`config.mk`:
```
export PLATFORM = sky130hd
export DESIGN_NAME = ballast_seq
export DESIGN_NICKNAME = d
export VERILOG_FILES = /design/src/rtl/ballast_pkg.sv /design/src/rtl/ballast_sync.sv /design/src/rtl/ballast_oc_count.sv /design/src/rtl/ballast_fsm.sv /design/src/rtl/ballast_seq.sv
export SDC_FILE = /design/constraint.sdc
export NUM_CORES = 1
export LEC_CHECK = 0
export ABC_AREA = 1
export BUFFER_PORTS_ARGS = -buffer_cell sky130_fd_sc_hd__buf_2
export CORE_MARGIN = 2
export CORE_UTILIZATION = 44
export DETAILED_ROUTE_END_ITERATION = 8
export PLACE_DENSITY = 0.7
export SETUP_SLACK_MARGIN = 0.02
export SLEW_MARGIN = 20
export SYNTH_ARGS = -nofsm -noshare
export SYNTH_HDL_FRONTEND = slang
export SYNTH_SLANG_ARGS = --single-unit
```
`constraint.sdc`:
```
create_clock -name clk -period 1.2 [get_ports clk]
set_input_delay 0.12 -clock clk [delete_from_list [all_inputs] [get_ports clk]]
set_output_delay 0.12 -clock clk [all_outputs]
set_load 0.01 [all_outputs]
```
`src/rtl/ballast_pkg.sv`:
```
package ballast_pkg;
  typedef enum logic [2:0] {
    M_LOCK = 3'd0,
    M_PRE  = 3'd1,
    M_IGN  = 3'd2,
    M_RUN  = 3'd3,
    M_FLT  = 3'd4
  } mode_e;
endpackage

```
`src/rtl/ballast_sync.sv`:
```
module ballast_sync #(
  parameter int W = 8,
  parameter logic [W-1:0] RST_VAL = '0
) (
  input  logic         clk,
  input  logic         rst_n,
  input  logic [W-1:0] d_i,
  output logic [W-1:0] q_o
);
  for (genvar g = 0; g < W; g++) begin : g_bit
    logic s1_q, s2_q;
    always_ff @(posedge clk or negedge rst_n) begin
      if (!rst_n) begin
        s1_q <= RST_VAL[g];
        s2_q <= RST_VAL[g];
      end else begin
        s1_q <= d_i[g];
        s2_q <= s1_q;
      end
    end
    assign q_o[g] = s2_q;
  end
endmodule

```
`src/rtl/ballast_oc_count.sv`:
```
module ballast_oc_count #(
  parameter int OC_LIMIT = 50
) (
  input  logic clk,
  input  logic rst_n,
  input  logic active_i,
  input  logic stb_i,
  input  logic oc_i,
  output logic trip_o
);
  localparam int CW = $clog2(OC_LIMIT + 2);
  localparam logic [CW-1:0] CMAX = {CW{1'b1}};
  localparam logic [CW-1:0] LIM  = CW'(OC_LIMIT);

  logic [CW-1:0] cnt_q;

  always_ff @(posedge clk or negedge rst_n) begin
    if (!rst_n) begin
      cnt_q <= '0;
    end else if (!active_i) begin
      cnt_q <= '0;
    end else if (stb_i) begin
      if (!oc_i)              cnt_q <= '0;
      else if (cnt_q != CMAX) cnt_q <= cnt_q + 1'b1;
    end
  end

  assign trip_o = (cnt_q > LIM);

  AST_NO_WRAP: assert property (@(posedge clk) disable iff (!rst_n)
    (active_i && stb_i && oc_i) |=> (cnt_q >= $past(cnt_q))) else $error("count wrapped");
endmodule

```
`src/rtl/ballast_fsm.sv`:
```
module ballast_fsm
  import ballast_pkg::*;
#(
  parameter int IGN_CYCLES = 8
) (
  input  logic  clk,
  input  logic  rst_n,
  input  logic  vcc_low_i,
  input  logic  bus_low_i,
  input  logic  sd_hi_i,
  input  logic  eol_hi_i,
  input  logic  eol_lo_i,
  input  logic  ramp_i,
  input  logic  stb_i,
  input  logic  trip_i,
  output mode_e mode_o,
  output logic  oc_active_o,
  output logic  gate_en_o,
  output logic  cph_dis_o
);
  localparam int IW = $clog2(IGN_CYCLES + 1);
  localparam logic [IW-1:0] IGN_LAST = IW'(IGN_CYCLES - 1);

  mode_e st_q, nxt;
  logic [IW-1:0] ign_q;
  logic go_lock;

  assign go_lock = vcc_low_i | bus_low_i | sd_hi_i;

  always_comb begin
    nxt = st_q;
    unique case (st_q)
      M_LOCK: if (!go_lock) nxt = M_PRE;
      M_PRE: begin
        if (go_lock)     nxt = M_LOCK;
        else if (ramp_i) nxt = M_IGN;
      end
      M_IGN: begin
        if (go_lock)                         nxt = M_LOCK;
        else if (trip_i)                     nxt = M_FLT;
        else if (stb_i && ign_q == IGN_LAST) nxt = M_RUN;
      end
      M_RUN: begin
        if (go_lock)                     nxt = M_LOCK;
        else if (trip_i)                 nxt = M_FLT;
        else if (eol_hi_i || eol_lo_i)   nxt = M_FLT;
      end
      M_FLT: if (vcc_low_i || sd_hi_i) nxt = M_LOCK;
      default: nxt = M_LOCK;
    endcase
  end

  always_ff @(posedge clk or negedge rst_n) begin
    if (!rst_n) begin
      st_q  <= M_LOCK;
      ign_q <= '0;
    end else begin
      st_q <= nxt;
      if (st_q != M_IGN)  ign_q <= '0;
      else if (stb_i)     ign_q <= ign_q + 1'b1;
    end
  end

  assign mode_o      = st_q;
  assign oc_active_o = (st_q == M_IGN) || (st_q == M_RUN);
  assign gate_en_o   = (st_q == M_PRE) || (st_q == M_IGN) || (st_q == M_RUN);
  assign cph_dis_o   = (st_q == M_LOCK) || (st_q == M_FLT);

  AST_FAULT_STICKY: assert property (@(posedge clk) disable iff (!rst_n)
    (st_q == M_FLT && !vcc_low_i && !sd_hi_i) |=> (st_q == M_FLT)) else $error("fault released");
  AST_RUN_FROM_IGN: assert property (@(posedge clk) disable iff (!rst_n)
    (st_q == M_RUN && $past(st_q) != M_RUN) |-> ($past(st_q) == M_IGN)) else $error("bad run entry");
  AST_LOCK_EXIT: assert property (@(posedge clk) disable iff (!rst_n)
    ($past(st_q) == M_LOCK && st_q != M_LOCK) |-> (st_q == M_PRE)) else $error("bad lock exit");
  AST_FAULT_CAUSE: assert property (@(posedge clk) disable iff (!rst_n)
    (st_q == M_FLT && $past(st_q) != M_FLT) |->
      ($past(trip_i) || ($past(st_q) == M_RUN && $past(eol_hi_i || eol_lo_i)))) else $error("bad fault entry");
endmodule

```
`src/rtl/ballast_seq.sv`:
```
module ballast_seq
  import ballast_pkg::*;
#(
  parameter int OC_LIMIT   = 50,
  parameter int IGN_CYCLES = 8
) (
  input  logic       clk,
  input  logic       rst_n,
  input  logic       vcc_low_i,
  input  logic       bus_low_i,
  input  logic       sd_hi_i,
  input  logic       eol_hi_i,
  input  logic       eol_lo_i,
  input  logic       ramp_done_i,
  input  logic       oc_hit_i,
  input  logic       cyc_stb_i,
  output logic [2:0] mode_o,
  output logic       hs_en_o,
  output logic       ls_en_o,
  output logic       pfc_en_o,
  output logic       cph_dis_o
);
  localparam int NF = 8;

  logic [NF-1:0] raw, syn;
  logic trip, oc_active, gate_en;
  mode_e mode;

  assign raw = {cyc_stb_i, oc_hit_i, ramp_done_i, eol_lo_i,
                eol_hi_i, sd_hi_i, bus_low_i, vcc_low_i};

  ballast_sync #(.W(NF), .RST_VAL(NF'(1))) u_sync (
    .clk(clk), .rst_n(rst_n), .d_i(raw), .q_o(syn)
  );

  ballast_oc_count #(.OC_LIMIT(OC_LIMIT)) u_oc (
    .clk(clk), .rst_n(rst_n), .active_i(oc_active),
    .stb_i(syn[7]), .oc_i(syn[6]), .trip_o(trip)
  );

  ballast_fsm #(.IGN_CYCLES(IGN_CYCLES)) u_fsm (
    .clk(clk), .rst_n(rst_n),
    .vcc_low_i(syn[0]), .bus_low_i(syn[1]), .sd_hi_i(syn[2]),
    .eol_hi_i(syn[3]), .eol_lo_i(syn[4]), .ramp_i(syn[5]),
    .stb_i(syn[7]), .trip_i(trip),
    .mode_o(mode), .oc_active_o(oc_active),
    .gate_en_o(gate_en), .cph_dis_o(cph_dis_o)
  );

  assign mode_o   = mode;
  assign hs_en_o  = gate_en;
  assign ls_en_o  = gate_en;
  assign pfc_en_o = gate_en;

  AST_FAULT_GATES_OFF: assert property (@(posedge clk) disable iff (!rst_n)
    (mode_o == 3'd4) |-> (!hs_en_o && !ls_en_o && !pfc_en_o && cph_dis_o)) else $error("gates on in fault");
endmodule

```
After elaboration in Yosys (flattened, before gate mapping). Cells that the tools add are included.

Register bits after elaboration: 29. Bits of input ports: 10. Output and inout port bits: 7. Logic and storage cells: 66.

Eq/ne operators: 14. Reduce and logical (&&, ||, !) cells: 11. $add $sub $neg: 2. Bitwise operators: 2. $lt $le $gt $ge: 1. Multiplexer cells: 17.

Operator list (number): 2-to-1 mux 3 bit (10); 2-to-1 mux 6 bit (4); case mux 3 bit (5 select lines) (1); 2-to-1 mux 4 bit (2); inequality test 4 x 2 -> 1 bit (second input constant) (2); adder 6 x 1 -> 6 bit (second input constant) (1); == test 3 x 2 -> 1 bit (second input constant) (2); greater-than comparator 6 bit (second input constant) (1); logical OR 1 bit (6); inequality test 3 x 2 -> 1 bit (second input constant) (2); inequality test 6 bit (second input constant) (1); AND reduction 5 bit (1); adder 4 x 1 -> 4 bit (second input constant) (1); == test 4 x 3 -> 1 bit (second input constant) (1); inequality test 2 bit (second input constant) (2); == test 3 x 1 -> 1 bit (second input constant) (1); == test 3 bit (second input constant) (1); logical NOT 3 bit (1); inequality test 3 bit (second input constant) (1); inequality test 2 x 1 -> 1 bit (second input constant) (1); bitwise OR 1 bit (2); AND reduction 2 bit (1); nonzero test 2 bit (1); logical AND 1 bit (1).

Longest topological paths before layout. Gate-level depths: netlist of the first run.

Depth in word-level cells: 6. Mapped depth: 11.

Modules after synthesis. From an unflattened synthesis of the first run, not the netlist that was laid out.

Cell total of the unflattened synthesis: 160. Area, all modules: 1398.8 um2.

By module, submodules not included: ballast_fsm (area each 480.5 um2, cells an instance 70, instances 1); ballast_sync (area each 462.9 um2, cells an instance 24, instances 1); ballast_oc_count (area each 440.4 um2, cells an instance 64, instances 1); ballast_seq (area each 15.0 um2, cells an instance 2, instances 1).

Least setup slack after synthesis of the first run. Ideal clock, no wire load.

Path type: reg2reg. From: register u_oc.cnt_q[0]. To: register u_fsm.st_q[0], in the netlist u_fsm.mode_o[0]. Setup time: 0.117 ns. Slack: -0.146 ns. Clock period less this slack: 1.346 ns. Path buffers: 0. Cell stages (with the launch flop): 12. Arrival: 1.229 ns. Path through: dfrtp_1 -> inv_1 -> ha_1 -> inv_1 -> nand2_1 -> nand2_1 -> nand2_1 -> nand2_1 -> nor2_2 -> nor2_2 -> nand3_1 -> nand2_1.

Longest elaborated chain between the ends: 4. Elaborated cells between the ends (all ways): 9. Classes of those cells: 1 x order compare; 2 x eq/ne; 5 x mux; 1 x reduce/logical.

Ends and longest elaborated chain: start: declaration (RTL line ballast_oc_count.sv:15) `logic [CW-1:0] cnt_q;`; start signal: assignment (RTL line ballast_oc_count.sv:24) `else if (cnt_q != CMAX) cnt_q <= cnt_q + 1'b1;`; greater-than comparator 6 bit * (RTL line ballast_oc_count.sv:28) `assign trip_o = (cnt_q > LIM);`; 2-to-1 mux 3 bit, on equally long branches (RTL line ballast_fsm.sv:45, ballast_fsm.sv:40); 2-to-1 mux 3 bit, on equally long branches (RTL line ballast_fsm.sv:44, ballast_fsm.sv:39); case mux 3 bit (5 select lines) (RTL line ballast_fsm.sv:32) `unique case (st_q)`; end signal: assignment (RTL line ballast_fsm.sv:58) `st_q <= nxt;`; end: declaration (RTL line ballast_fsm.sv:24) `mode_e st_q, nxt;`.

Every way passes the cells marked *; elsewhere a longest branch is shown, timed or not. A chain may end at the register's enable or synchronous reset.

Worst setup path in the final report of the first run.
From: register u_fsm.st_q[1], in the netlist u_fsm.mode_o[1]. To: register u_fsm.st_q[2], in the netlist u_fsm.mode_o[2].

Longest elaborated chain between the ends: 3. Elaborated cells between the ends (all ways): 12. Classes of those cells: 9 x eq/ne; 1 x mux; 2 x reduce/logical.

Ends and longest elaborated chain (RTL line): == test 3 x 2 -> 1 bit, or another cell as far along (ballast_fsm.sv:32); inequality test 4 x 2 -> 1 bit (no line), or another cell as far along; AND reduction 5 bit (no line).

Several ways; a longest one is shown, not always the timed one.

==> out/metrics.cfg, run 1 <==
[timing]
final.setup.tns_ns = -1.58
hold_violations = 0
rsz0062_at_grt = yes
drv_slew = 0
post-route-period-util_pct = 117
slew_headroom_pct = 76.9
final-setup-viol-count = 14
period_needed_ns = 1.41
fin_ws_ns = -0.206
fin_skew_ns = 0.00836
max_freq_mhz = 711
tightestPinTransition_ns = 0.346

[power_and_ir_drop]
comb_power_share_pct = 37.6
seqPwrFrac_pct = 41.0
leakagePower_nw = 0.991
power.internal_mw = 1.77
p_per_area_nw_per_um2 = 1300
power_frac_clock_pct = 21.4
p_switching_uw = 840
power.total_mw = 2.61
netSwitchingFraction_pct = 32.2
ir_drop_mv = 0.983

[detailed_routing]
vias = 1192
dr.pass1.iters = 4
vias_per_cell = 5.01
drt_iter0_markers = 47
ant_nets = 0
routed_wl_um = 2940
wl_per_cell_um = 12.3
drc = 0

[setup_path]
crit_path_max_fanout = 4
r2r_cells = 9
critPathLaunch = u_fsm.mode_o[1]
worstPathRequired_ns = 1.42
arrival_ns = 1.63
critPathKind = flop to flop
r2r-end = u_fsm.mode_o[2]
startpoint_type = flop
reg2reg_from = u_fsm.mode_o[1]
rrSetupSlack_ns = -0.21
worst_setup_path_end_kind = flop

[global_routing]
overflow = 0
antenna_found_initial = 0
grt_max_degree = 30
grt_pass1_wl_um = 4710
grt_use_total_pct = 18.5
grt_pass1_vias = 1172

[finish]
utilization_pct = 67.1
syn_to_final_growth_pct = 49.3
design_area_um2 = 2000
layout-drive-gt1-share_pct = 45.9
nets = 217
num_antenna_cells = 0

[die]
std_cell_rows = 20
die_w_um = 59.2
ios = 17
core_area_um2 = 2980
start_util_pct = 45.0
dieArea_um2 = 3500
die-height_um = 59.2

[yosys]
ys_ff_latch = 29
synth_nets = 160
synth_cell_type_count = 27
ys_seq_area_share_pct = 54.4
syn_area_per_cell_um2 = 9.11
ys_warn_count = 0
synthesis.area_um2 = 1340
syn_inst = 147

[clock_network]
cts_root_buffer = clkbuf_4
cts_tree = built
cts_buffer_depth = 2
clk_pin_slew_ns = 0.10
cts_num_sinks = 29
cts_max_level = 2
clk_latency_ns = 0.33
numCtsBuffers = 5

[status]
violations = negative setup slack
status = finished with violations

[place]
portBuffers = 16
place_congestion = 0.859
place_hpwl_um = 1870
post_dp_cell_area_um2 = 1580

[min_path]
hold_path_class = input pin to async pin

[flow_run]
drv_cap = 0

==> routing by layer <==
metal  vias to the layer above  wire length (um)  GRT usage, %
li1                        585                 -             -
met1                       549              1160          20.3
met2                        41              1560          32.5
met3                        17               114          3.93
met4                         0               110          11.4
met5                         -                 0             0
==> stage by stage <==
| stage | hold WS, ns | worst slack (ns) | instances |
|---|---|---|---|
| 6_report | 0.305 | -0.206 | 238 |
| 5_1_grt | 0.348 | -0.268 | 238 |
| 4_1_cts | 0.314 | -0.170 | 236 |
| 3_5_place_dp | 0.140 | -0.184 | 211 |
| 3_3_place_gp | 0.137 | -0.156 | 211 |
| 2_1_floorplan | -0.176 | -0.0698 | 147 |
==> cell families (layout without fill, tap and decap cells) <==
| kind of cell | Yosys count | count (layout) | share of synthesized area, % |
|---|---|---|---|
| compound gates | 11 | 11 | 4.39 |
| fa+ha+maj | 3 | 3 | 2.80 |
| xor+xnor | 3 | 3 | 1.96 |
| buf+inv | 21 | 79 | 6.54 |
| flops | 29 | 29 | 54.4 |
| simple gates | 80 | 80 | 29.9 |
==> cells in the mapped netlist <==
cell type,count,area [um2]
dfstp_2,2,52.6
nand2_4,1,11.3
nor2_1,14,52.6
o21ai_0,4,20.0
inv_1,14,52.6
nand2_1,31,116
a21oi_1,2,10.0
buf_4,2,15.0
inv_2,4,15.0
nor2_4,2,22.5
nor2_2,6,37.5
xor2_1,2,17.5
nand3_1,15,75.1
nor3b_1,2,15.0
buf_2,1,5.00
xnor2_1,1,8.76
nand3b_1,1,7.51
nand2_2,1,6.26
nor3_1,2,10.0
nand3_4,1,17.5
nand3_2,1,10.0
o21bai_1,1,7.51
dfrtp_1,27,676
o21ai_1,3,15.0
ha_1,3,37.5
nand4_1,3,18.8
a31oi_1,1,6.26
==> flip-flops by register name, indices dropped and copies added (netlist names) <==
name / cells
u_fsm.ign_q: 4
u_sync.g_bit.s1_q: 8
u_oc.cnt_q: 6
u_sync.g_bit.s2_q: 8
u_fsm.mode_o: 3
==> cell type report <==
cell class / instances / area (um2)
Clock buffer: 5 / 37.5
Timing Repair Buffer: 53 / 450
Inverter: 18 / 70.1
Clock inverter: 3 / 17.5
Sequential cell: 29 / 731
Tap cell: 33 / 41.3
Fill cell: 204 / 978
Multi-Input combinational cell: 97 / 652
==> critical path, stage by stage, from the launching register on <==
cell and delay [ns]:
dfrtp_2 0.46, buf_6 0.14, nor2_2 0.15, nand2_1 0.10, nor2_1 0.10, nand2_1 0.06, nand2_1 0.12, nor2_4 0.06
nand3_2 0.07, nand2_1 0.04
==> power by group through the flow <==
stage | Combinational (mW) | Sequential [mW] | Clock [mW]
floorplan | 0.348 | 1.10 | 0
global placement | 0.564 | 1.09 | 0
detailed placement | 0.576 | 1.09 | 0
CTS | 0.876 | 1.07 | 0.574
global route | 1.05 | 1.07 | 0.619
finish | 0.979 | 1.07 | 0.558
==> cell usage in the layout (no fill, tap or decap), drive strengths merged, types with 3 or more instances in the layout <==
| cell | Yosys | layout |
|---|---|---|
| nor2 | 22 | 22 |
| ha | 3 | 3 |
| dfrtp | 27 | 27 |
| o21ai | 7 | 7 |
| clkbuf | 0 | 5 |
| inv | 18 | 18 |
| buf | 3 | 44 |
| nand2 | 33 | 33 |
| nand3 | 17 | 17 |
| nand4 | 3 | 3 |
| dlygate4sd3 | 0 | 9 |
==> timing repair <==
item,in CTS,in global routing
pin swaps,0,10
gates resized for setup,23,27
hold endpoints to repair,35,0
setup buffers,8,2
hold buffers,9,0
setup endpoints to repair,15,19
==> how the worst max path moves through the flow <==
stage | to | slack, ns | depth (start not counted)
floorplan | u_fsm.mode_o[0] | -0.07 | 11
global placement | u_fsm.mode_o[0] | -0.16 | 11
detailed placement | u_fsm.mode_o[0] | -0.18 | 11
CTS | u_oc.cnt_q[1] | -0.17 | 9
global route | u_fsm.mode_o[0] | -0.27 | 11
finish | u_fsm.mode_o[2] | -0.21 | 9
(Power assumes the default switching activity.)
==> inputs of run 2 (changes only) <==
--- a/config.mk
+++ b/config.mk
@@ -15,4 +15,5 @@
 export SLEW_MARGIN = 20
 export SYNTH_ARGS = -nofsm -noshare
 export SYNTH_HDL_FRONTEND = slang
+export SYNTH_HIERARCHICAL = 1
 export SYNTH_SLANG_ARGS = --single-unit
==> run 2 against run 1 <==
The flow still finishes with violations (negative setup slack). Sequential cell count stayed put. Routed wire length down 3.9%. Highest routed layer unchanged. Setup slack better by 0.040 ns. Maximum frequency rose by 3.0%. Sequential power hardly changed. Utilization down 2.9 points. Register-to-register slack better by 0.04 ns.
==> out/metrics.cfg, run 2 <==
[timing]
hold_violations = 0  ; unchanged
tightestPinTransition_ns = 0.238  ; -0.108 ns
slew_headroom_pct = 84.0  ; +7.1 points
max_freq_mhz = 732  ; +3.0%
final-setup-viol-count = 12  ; -2
period_needed_ns = 1.37  ; -0.0404 ns
fin_skew_ns = 0.00574  ; -0.00261 ns
fin_ws_ns = -0.166  ; +0.0404 ns
post-route-period-util_pct = 114  ; -3.4 points
drv_slew = 0  ; unchanged
rsz0062_at_grt = yes

[finish]
final_common_cell = nand2_1
num_antenna_cells = 0  ; unchanged
syn_to_final_growth_pct = 39.1
layout_common_cells = nand2_1 (31), dfrtp_1 (24), buf_4 (19), buf_2 (15), inv_1 (15)
reg_top3 = u_sync/g_bit.s1_q x8, u_sync/g_bit.s2_q x8, u_oc/cnt_q x6
layout-drive-gt1-share_pct = 44.2  ; -1.7 points
design_area_um2 = 1950  ; -2.7%
utilization_pct = 64.3  ; -2.9 points
nets = 218  ; +0.46%

[detailed_routing]
vias_per_cell = 4.64  ; -7.4%
vias = 1159  ; -2.8%
dr.pass1.iters = 6  ; +2
ant_nets = 0  ; unchanged
wl_per_cell_um = 11.3  ; -8.6%
routed_wl_um = 2820  ; -3.9%
drc = 0  ; unchanged
drt_iter0_markers = 27  ; -43%

[clock_network]
cts_root_buffer = clkbuf_4
cts_num_sinks = 29  ; unchanged
cts_tree = built
cts_buffer_depth = 2  ; unchanged
clk_latency_ns = 0.33  ; about the same
numCtsBuffers = 5  ; unchanged
clk_pin_slew_ns = 0.10  ; about the same
cts_max_level = 2  ; unchanged

[yosys]
synthesis.area_um2 = 1400  ; +4.5%
synth.area.top_cells = dfrtp_1 (48%), nand2_1 (9.9%), buf_4 (5.4%)
syn_inst = 160  ; +8.8%
synth_nets = 173  ; +8.1%
ys.flop_type = dfrtp_1
synth_cell_type_count = 23  ; -15%
ys_warn_count = 6  ; +6
synth_common_cells = nand2_1 (37), dfrtp_1 (27), inv_1 (19), nand3_1 (13), nor2_1 (12)
syn_area_per_cell_um2 = 8.74  ; -4.0%
post-synth-top-area-fraction_pct = 48.3  ; -2.2 points
ys_ff_latch = 29  ; unchanged
synth_most_common_cell = nand2_1
async_flop_share_pct = 100  ; unchanged
synth_top_area_cell = dfrtp_1
synth-edff-count = 0  ; unchanged
ys_seq_area_share_pct = 52.1  ; -2.3 points

[setup_path]
r2r-end = u_fsm/mode_o[0]
worst_setup_path_end_kind = flop
critPathKind = flop to flop
reg2reg_from = u_oc/cnt_q[1]
startpoint_type = flop
worstPathRequired_ns = 1.47  ; +0.05 ns
crit_path_max_fanout = 3  ; -1
arrival_ns = 1.64  ; about the same
rrSetupSlack_ns = -0.17  ; +0.04 ns
r2r_cells = 10  ; +1

[global_routing]
grt_pass1_vias = 1129  ; -3.7%
grtUsageMet2_pct = 30.4  ; -2.1 points
grt_pass1_wl_um = 4920  ; +4.4%
grt_max_degree = 30  ; unchanged
grt_use_total_pct = 19.0  ; +0.41 points
met1_usage_pct = 22.8  ; +2.5 points
gr-usage-met3_pct = 6.61  ; +2.7 points
overflow = 0  ; unchanged
antenna_found_initial = 0  ; unchanged
top_usage_layer = met2

[place]
place_congestion = 0.912  ; +6.2%
place_ws_ns = -0.195  ; -0.0110 ns
portBuffers = 16  ; unchanged
place_hpwl_um = 1800  ; -3.9%
post_dp_cell_area_um2 = 1600  ; +1.6%

[power_and_ir_drop]
leakagePower_nw = 0.966  ; -2.5%
ir_drop_mv = 0.902  ; -8.2%
p_per_area_nw_per_um2 = 1310  ; +0.22%

[flow_run]
drv_cap = 0  ; unchanged

[status]
violations = negative setup slack
status = finished with violations

[die]
die_w_um = 60.4  ; +2.1%
std_cell_rows = 20  ; unchanged
die-height_um = 60.4  ; +2.1%
core_area_um2 = 3030  ; +1.7%
dieArea_um2 = 3650  ; +4.2%
start_util_pct = 46.2  ; +1.2 points
ios = 17  ; unchanged

[min_path]
hold_path_class = input pin to async pin

[run 2: cell type report]
cell class | count | area, um2
clock inverter | 2 | 37.5
fill | 230 | 1080
multi-input combinational | 100 | 618
timing repair buffer | 48 | 373
inverter | 21 | 78.8
clock buffer | 6 | 51.3
sequential | 29 | 732
tap | 44 | 55.1
[run 2: per-layer routing]
metal  wire, um  vias to the layer above  share of wire [%]
li1           -                      585                  -
met2       1420                       30                 50
met1       1240                      536                 44
met5          0                        -                  0
met3        112                        8                4.0
met4         58                        0                2.1
[run 2: repair_timing]
action / in CTS / in global routing
hold buffers: 9 / 0
gates resized for setup: 16 / 13
setup endpoints to repair: 13 / 15
endpoints found under the hold margin: 37 / 0
buffers inserted: 4 / 3
pin swaps: 14 / 8
[run 2: where the power goes]
group          total (mW)  switching, mW  internal, mW
logic               0.602          0.318         0.284
clock network       0.852          0.357         0.495
registers            1.09         0.0550          1.03
[run 2: critical path, stage by stage (launching register included)]
cell,delay [ns]
dfrtp_1,0.41
ha_2,0.19
inv_2,0.05
nand2_2,0.04
a21oi_2,0.14
nor2_2,0.07
nand2_2,0.08
nand2_2,0.07
nor2_4,0.11
nand3_2,0.09
nand2_2,0.06
[run 2: metrics by stage]
step / setup TNS, ns / cells / total power [mW] / hold WS, ns
after detailed placement: -0.818 / 226 / 1.56 / 0.0846
after CTS: -1.51 / 247 / 2.46 / 0.277
after global routing: -2.37 / 250 / 2.69 / 0.276
after floorplan: -0.358 / 160 / 1.41 / -0.176
after global placement: -0.386 / 226 / 1.54 / 0.0790
final: -1.14 / 250 / 2.54 / 0.273
[run 2: worst max-delay path by stage]
stage          slack [ns]               to  cells after the start     startpoint
5_1_grt             -0.27  u_fsm/mode_o[2]                     10  u_oc/cnt_q[1]
3_5_place_dp        -0.19  u_fsm/mode_o[0]                     11  u_oc/cnt_q[0]
4_1_cts             -0.20  u_fsm/mode_o[0]                     10  u_oc/cnt_q[1]
2_1_floorplan       -0.12  u_fsm/mode_o[0]                     11  u_oc/cnt_q[0]
3_3_place_gp        -0.12  u_fsm/mode_o[2]                     11  u_oc/cnt_q[0]
6_report            -0.17  u_fsm/mode_o[0]                     10  u_oc/cnt_q[1]
[run 2: cell families after synthesis]
| kind of cell | after synthesis | share of synthesized area [%] |
|---|---|---|
| AND/OR/NAND/NOR | 85 | 29.2 |
| multiplexers | 1 | 0.716 |
| adder cells (fa/ha/maj) | 3 | 2.68 |
| AO/OA/AOI/OAI | 11 | 4.38 |
| buffers and inverters | 31 | 11.0 |
| flip-flops | 29 | 52.1 |
